<file path="src/rtl/pgw_pkg.sv">
package pgw_pkg;
    typedef enum logic [1:0] {
        ST_IDLE = 2'd0,
        ST_LOAD = 2'd1,
        ST_PROG = 2'd2
    } pgw_state_e;
endpackage

</file>
<file path="src/rtl/pgw_page_buf.sv">
module pgw_page_buf #(
    parameter int PAGE_W = 8
) (
    input  logic              clk_i,
    input  logic              rst_ni,
    input  logic              clr_i,
    input  logic              wr_en_i,
    input  logic [PAGE_W-1:0] wr_idx_i,
    input  logic [7:0]        wr_data_i,
    input  logic [PAGE_W-1:0] rd_idx_i,
    output logic [7:0]        rd_data_o,
    output logic              rd_valid_o
);
    localparam int PAGE = 1 << PAGE_W;

    logic [PAGE-1:0][7:0] mem_d, mem_q;
    logic [PAGE-1:0]      vld_d, vld_q;

    always_comb begin
        mem_d = mem_q;
        vld_d = vld_q;
        if (clr_i) begin
            vld_d = '0;
        end else if (wr_en_i) begin
            mem_d[wr_idx_i] = wr_data_i;
            vld_d[wr_idx_i] = 1'b1;
        end
    end

    always_ff @(posedge clk_i or negedge rst_ni) begin
        if (!rst_ni) begin
            mem_q <= '0;
            vld_q <= '0;
        end else begin
            mem_q <= mem_d;
            vld_q <= vld_d;
        end
    end

    assign rd_data_o  = mem_q[rd_idx_i];
    assign rd_valid_o = vld_q[rd_idx_i];


    clr_empties_chk: assert property (@(posedge clk_i) disable iff (!rst_ni)
        clr_i |=> (vld_q == '0));
endmodule

</file>
<file path="src/rtl/pgw_cycle_timer.sv">
module pgw_cycle_timer #(
    parameter int CYCLE_CLKS = 500000
) (
    input  logic clk_i,
    input  logic rst_ni,
    input  logic start_i,
    output logic done_o,
    output logic running_o
);
    localparam int CNT_W = (CYCLE_CLKS > 1) ? $clog2(CYCLE_CLKS) : 1;
    localparam logic [CNT_W-1:0] LAST = CNT_W'(CYCLE_CLKS - 1);

    logic [CNT_W-1:0] cnt_d, cnt_q;
    logic             run_d, run_q;

    always_comb begin
        cnt_d = cnt_q;
        run_d = run_q;
        if (start_i) begin
            cnt_d = '0;
            run_d = 1'b1;
        end else if (run_q) begin
            if (cnt_q == LAST) begin
                run_d = 1'b0;
            end else begin
                cnt_d = cnt_q + 1'b1;
            end
        end
    end

    always_ff @(posedge clk_i or negedge rst_ni) begin
        if (!rst_ni) begin
            cnt_q <= '0;
            run_q <= 1'b0;
        end else begin
            cnt_q <= cnt_d;
            run_q <= run_d;
        end
    end

    assign done_o    = run_q && (cnt_q == LAST);
    assign running_o = run_q;


    timer_stops_chk: assert property (@(posedge clk_i) disable iff (!rst_ni)
        (done_o && !start_i) |=> !running_o);
endmodule

</file>
<file path="src/rtl/pgw_page_commit.sv">
module pgw_page_commit
    import pgw_pkg::*;
#(
    parameter int ADDR_W     = 17,
    parameter int PAGE_W     = 8,
    parameter int CYCLE_CLKS = 500000
) (
    input  logic              clk_i,
    input  logic              rst_ni,
    input  logic              start_i,
    input  logic [ADDR_W-1:0] start_addr_i,
    input  logic              byte_valid_i,
    input  logic [7:0]        byte_i,
    input  logic              cs_rise_i,
    input  logic [2:0]        bit_phase_i,
    input  logic              prot_en_i,
    input  logic [ADDR_W-1:0] prot_base_i,
    output logic              busy_o,
    output logic              mem_we_o,
    output logic [ADDR_W-1:0] mem_addr_o,
    output logic [7:0]        mem_data_o,
    output logic              wel_clr_o
);
    localparam int PAGE = 1 << PAGE_W;
    localparam int HI_W = ADDR_W - PAGE_W;

    generate
        if (CYCLE_CLKS <= PAGE) begin : g_bad_cfg
            $error("CYCLE_CLKS must exceed the page size");
        end
    endgenerate

    typedef struct packed {
        pgw_state_e        st;
        logic [HI_W-1:0]   page;
        logic [PAGE_W-1:0] ptr;
        logic              seen;
        logic [PAGE_W:0]   idx;
        logic              we;
        logic [ADDR_W-1:0] waddr;
        logic [7:0]        wdata;
        logic              wclr;
    } regs_t;

    regs_t r_d, r_q;

    logic              buf_clr, buf_wr;
    logic [7:0]        buf_rd_data;
    logic              buf_rd_vld;
    logic              tmr_start, tmr_done, tmr_run;
    logic [ADDR_W-1:0] cand;

    pgw_page_buf #(.PAGE_W(PAGE_W)) u_buf (
        .clk_i      (clk_i),
        .rst_ni     (rst_ni),
        .clr_i      (buf_clr),
        .wr_en_i    (buf_wr),
        .wr_idx_i   (r_q.ptr),
        .wr_data_i  (byte_i),
        .rd_idx_i   (r_q.idx[PAGE_W-1:0]),
        .rd_data_o  (buf_rd_data),
        .rd_valid_o (buf_rd_vld)
    );

    pgw_cycle_timer #(.CYCLE_CLKS(CYCLE_CLKS)) u_tmr (
        .clk_i     (clk_i),
        .rst_ni    (rst_ni),
        .start_i   (tmr_start),
        .done_o    (tmr_done),
        .running_o (tmr_run)
    );

    assign cand = {r_q.page, r_q.idx[PAGE_W-1:0]};

    always_comb begin
        r_d       = r_q;
        r_d.we    = 1'b0;
        r_d.wclr  = 1'b0;
        buf_clr   = 1'b0;
        buf_wr    = 1'b0;
        tmr_start = 1'b0;
        unique case (r_q.st)
            ST_IDLE: begin
                if (start_i) begin
                    r_d.st   = ST_LOAD;
                    r_d.page = start_addr_i[ADDR_W-1:PAGE_W];
                    r_d.ptr  = start_addr_i[PAGE_W-1:0];
                    r_d.seen = 1'b0;
                    buf_clr  = 1'b1;
                end
            end
            ST_LOAD: begin
                if (cs_rise_i) begin
                    if ((bit_phase_i == 3'd0) && r_q.seen) begin
                        r_d.st    = ST_PROG;
                        r_d.idx   = '0;
                        tmr_start = 1'b1;
                    end else begin
                        r_d.st = ST_IDLE;
                    end
                end else if (byte_valid_i) begin
                    buf_wr   = 1'b1;
                    r_d.ptr  = r_q.ptr + 1'b1;
                    r_d.seen = 1'b1;
                end
            end
            ST_PROG: begin
                if (!r_q.idx[PAGE_W]) begin
                    if (buf_rd_vld && !(prot_en_i && (cand >= prot_base_i))) begin
                        r_d.we    = 1'b1;
                        r_d.waddr = cand;
                        r_d.wdata = buf_rd_data;
                    end
                    r_d.idx = r_q.idx + 1'b1;
                end
                if (tmr_done) begin
                    r_d.st   = ST_IDLE;
                    r_d.wclr = 1'b1;
                end
            end
            default: r_d.st = ST_IDLE;
        endcase
    end

    always_ff @(posedge clk_i or negedge rst_ni) begin
        if (!rst_ni) begin
            r_q <= '{st: ST_IDLE, default: '0};
        end else begin
            r_q <= r_d;
        end
    end

    assign busy_o     = (r_q.st == ST_PROG);
    assign mem_we_o   = r_q.we;
    assign mem_addr_o = r_q.waddr;
    assign mem_data_o = r_q.wdata;
    assign wel_clr_o  = r_q.wclr;


    accept_on_boundary_chk: assert property (@(posedge clk_i) disable iff (!rst_ni)
        $rose(busy_o) |-> ($past(cs_rise_i) && ($past(bit_phase_i) == 3'd0)));

    no_protected_write_chk: assert property (@(posedge clk_i) disable iff (!rst_ni)
        mem_we_o |-> !($past(prot_en_i) && (mem_addr_o >= $past(prot_base_i))));

    wel_after_busy_chk: assert property (@(posedge clk_i) disable iff (!rst_ni)
        wel_clr_o |-> ($past(busy_o) && !busy_o));

    write_inside_busy_chk: assert property (@(posedge clk_i) disable iff (!rst_ni)
        mem_we_o |-> busy_o);

    busy_tracks_timer_chk: assert property (@(posedge clk_i) disable iff (!rst_ni)
        busy_o |-> tmr_run);
endmodule

</file>
<file path="config.mk">
export PLATFORM = sky130hd
export DESIGN_NAME = pgw_page_commit
export DESIGN_NICKNAME = d
export VERILOG_FILES = /design/src/rtl/pgw_pkg.sv /design/src/rtl/pgw_page_buf.sv /design/src/rtl/pgw_cycle_timer.sv /design/src/rtl/pgw_page_commit.sv
export SDC_FILE = /design/constraint.sdc
export NUM_CORES = 2
export LEC_CHECK = 0
export BUFFER_PORTS_ARGS = -buffer_cell sky130_fd_sc_hd__buf_4
export CAP_MARGIN = 15
export CORE_MARGIN = 2
export CORE_UTILIZATION = 34
export CTS_CLUSTER_SIZE = 25
export DETAILED_ROUTE_END_ITERATION = 10
export PLACE_DENSITY_LB_ADDON = 0.12
export SYNTH_ARGS = -nofsm -noshare
export SYNTH_HDL_FRONTEND = slang
export SYNTH_SLANG_ARGS = --single-unit
</file>
<file path="constraint.sdc">
create_clock -name clk_i -period 3.1 [get_ports clk_i]
set_clock_uncertainty 0.05 [all_clocks]
set_input_delay 0.465 -clock clk_i [delete_from_list [all_inputs] [get_ports clk_i]]
set_output_delay 0.465 -clock clk_i [all_outputs]
set_load 0.01 [all_outputs]
</file>
==> results.yml <==
placement:
  place_congestion: 0.8568
  numPortBuffers: 78
  dpl.cell_count: 11860
  post_dp_cell_area_mm2: 0.1197
  hpwl_um: 253000
global_routing:
  track_usage_pct: 22.92
  grt_overflow: 0
  antenna_found_initial: 19
  gr-usage-met2_pct: 35.61
  grt_use_met1_pct: 32.86
  gr-usage-met3_pct: 3.837
  grt_start_max_net_pins: 133
  grt_pass1_wl_um: 538300
  top_usage_layer: "met2"
  grt_pass1_vias: 71230
worst_setup_path:
  worstPathArrival_ps: 4190
  end_kind: "register"
  cp-start-kind: "register"
  cp_cell_sequence: "buf_6, buf_12, clkbuf_16, clkbuf_16, mux4_2, mux2i_1, nor2_1, a2111oi_2, nor3_2, a21oi_2, buf_4, o311ai_1, mux2_2"
  cpMostUsedCell: "clkbuf_16"
  reg2reg_depth: 13
  cp_max_fo: 10
  reg2reg_slack_ps: -370
  critPathRequiredTime_ps: 3820
  cpLargestDelayFamily: "multiplexers"
  startpoint: "cand[0]"
  crit_slowest_cell: "mux4_2"
  endpoint: "mem_data_o[2]"
  r2r_end: "mem_data_o[2]"
  path_class: "register to register"
  cp_num_buf_inv: 5
  path_depth: 13
  rr_startpoint: "cand[0]"
  slowest_delay_ps: 520
synthesis:
  synthAdderAreaFrac_pct: 0.2662
  syn_nets: 7323
  muxShareOfSynthArea_pct: 34.43
  synth_compound_area_share_pct: 3.909
  synth_top_area_cell: "dfrtp_1"
  synth-seq-area-share_pct: 55.09
  synth_common_cells: "dfrtp_1, mux2_2, mux4_2"
  synth_top_family_by_area: "multiplexers"
  synth_edf_count: 0
  yosysWarnings: 0
  netlist.area_leader.share_pct: 55.09
  syn_area_mm2: 0.1081
  synthDistinctLibCells: 78
  synthArstFlopShare_pct: 100.0
  synth_area_leaders: "dfrtp_1, mux2_2, mux4_2, mux2i_1, nand2_1"
  synth.most_common_cell: "dfrtp_1"
  synth-seq-cells: 2380
  synth_xor_area_share_pct: 0.1539
  avgSynthCellArea_um2: 14.91
  synth-simple-area-share_pct: 3.320
  syn_inst: 7249
  synth_ff_type: "dfrtp_1"
drt:
  drtAntennaViolNets: 0
  drc: 0
  drt_pass1_iterations: 5
  wl_um: 376100
  wl_per_cell_um: 30.09
  drtIter0Drc: 4766
  vias_per_cell: 5.434
  num_vias: 67910
cts:
  clk_latency_ps: 920
  cts_tree: "yes"
  cts-root-buf: "clkbuf_16"
  htreeDepth: 5
  clockBufferDepth: 4
  cts-buffers-inserted: 284
  clock_sinks: 2380
  clk_pin_slew_ps: 60
sta:
  whs_ps: 52.27
  fmax_mhz: 288.4
  fin_crit_sh_pct: 111.9
  rsz0062_at_grt: "true"
  period_needed_ps: 3468
  worstMarginPinSlew_ps: 960.3
  setup_ws_ps: -367.6
  maxSlewHeadroom_pct: 35.98
  slew_viol_final: 0
  hold_viol_final: 0
  setup_violations: 26
floorplan:
  start_util_pct: 34.07
  num_io_pins: 79
  dieArea_mm2: 0.3225
  die_w_um: 567.9
  die_h_um: 567.9
  row_count: 207
  coreArea_mm2: 0.3173
pwr:
  power_leakage_nw: 65.08
  irDropWorstVdd_v: 0.0006319
  total_power_mw: 97.72
  p_per_area_mw_per_mm2: 743.4
finish:
  area_growth_pct: 21.59
  postLayoutCoreUtil_pct: 41.43
  design_area_mm2: 0.1314
  fin_nets: 8169
  finalNonFillerCells: 12500
  drive_gt1_share_pct: 51.09
status:
  violations: "negative setup slack"
  status: "finished with violations"
worst_hold_path:
  hp-class: "input pin to register"
run:
  drv_cap: 0
-- logic make-up after synthesis --
kind of cell    count (synthesis)
compound gates                595
xor+xnor                       19
fa+ha+maj                      23
buf+inv                       585
flops                        2380
mux                          2788
simple gates                  859
-- cells in the final DEF (no fill, tap or decap), types with 23 or more instances in the layout --
cell and instances:
mux4_2 506, clkbuf_1 70, buf_4 895, clkinv_2 38, nand3_1 37, dfrtp_1 2372, buf_12 135, clkbuf_16 302
mux2_2 2072, nand2_1 423, o221ai_1 33, o21ai_0 52, a21oi_1 77, nor2_1 255, mux2i_1 164, clkbuf_8 60
buf_6 25, a22oi_1 67, a211oi_1 26, o22ai_1 37, ha_1 23, a21o_1 163
-- worst min path at each step --
stage | from | to | slack (ps) | cells past startpoint
global placement | rst_ni | u_buf.mem_q[1788] | 330 | 1
finish | byte_i[7] | u_buf.mem_q[743] | 50 | 2
detailed placement | rst_ni | u_buf.mem_q[1788] | 340 | 1
CTS | byte_i[7] | u_buf.mem_q[751] | 20 | 2
floorplan | rst_ni | cand[0] | 120 | 0
global route | byte_i[7] | u_buf.mem_q[767] | 40 | 2
-- report_power, final --
part | internal (mW) | switching (mW) | leakage, nW
logic | 12.7 | 17.5 | 27.4
clock network | 20.0 | 13.9 | 4.61
registers | 32.6 | 0.984 | 33.1
total | 65.3 | 32.4 | 65.1
-- repair_timing --
item,CTS,global route
buffers inserted,9,96
cloned,0,13
endpoints found under the hold margin,692,0
pin swaps,2,35
gates resized for setup,62,148
hold buffers,21,0
endpoints found under the setup margin,26,26
-- stage by stage --
| stage | setup TNS [ps] | setup slack [ps] |
|---|---|---|
| after floorplan | 0 | 12.87 |
| after global placement | -16110 | -728.1 |
| after CTS | -8622 | -406.8 |
| after global routing | -9583 | -413.6 |
| after detailed placement | -15650 | -703.0 |
| final | -8171 | -367.6 |
-- cell type report --
cell class                 instances  area [um2]
fill                           29030      185800
sequential                      2380       59580
multi-input combinational       4284       46200
timing repair buffer            1120       10910
clock buffer                     419        8320
tap                             4180        5230
clock inverter                    83        1086
inverter                          25       103.9
antenna                            6       15.01
-- sequential cells by signal, indices dropped and copies added (netlist names) --
| name | flops |
|---|---|
| wel_clr_o | 1 |
| cand | 17 |
| mem_addr_o | 17 |
| u_buf.mem_q | 2048 |
| mem_we_o | 1 |
| u_tmr.running_o | 1 |
| u_tmr.cnt_q | 19 |
| u_buf.vld_q | 256 |
| mem_data_o | 8 |
| r_q | 12 |
-- routing by layer --
metal / up-vias / routed length (um)
li1: 28540 / -
met4: 2 / 11850
met3: 479 / 19200
met2: 1539 / 172300
met5: - / 13
met1: 37350 / 172700
-- worst register-to-register path: stages, from the launching register on --
cell and delay (ps):
dfrtp_4 430, buf_6 160, buf_12 130, clkbuf_16 180, clkbuf_16 210, mux4_2 530, mux2i_1 150, nor2_1 60
a2111oi_2 340, nor3_2 120, a21oi_2 380, buf_4 210, o311ai_1 100, mux2_2 270
(Power assumes the default switching activity.)
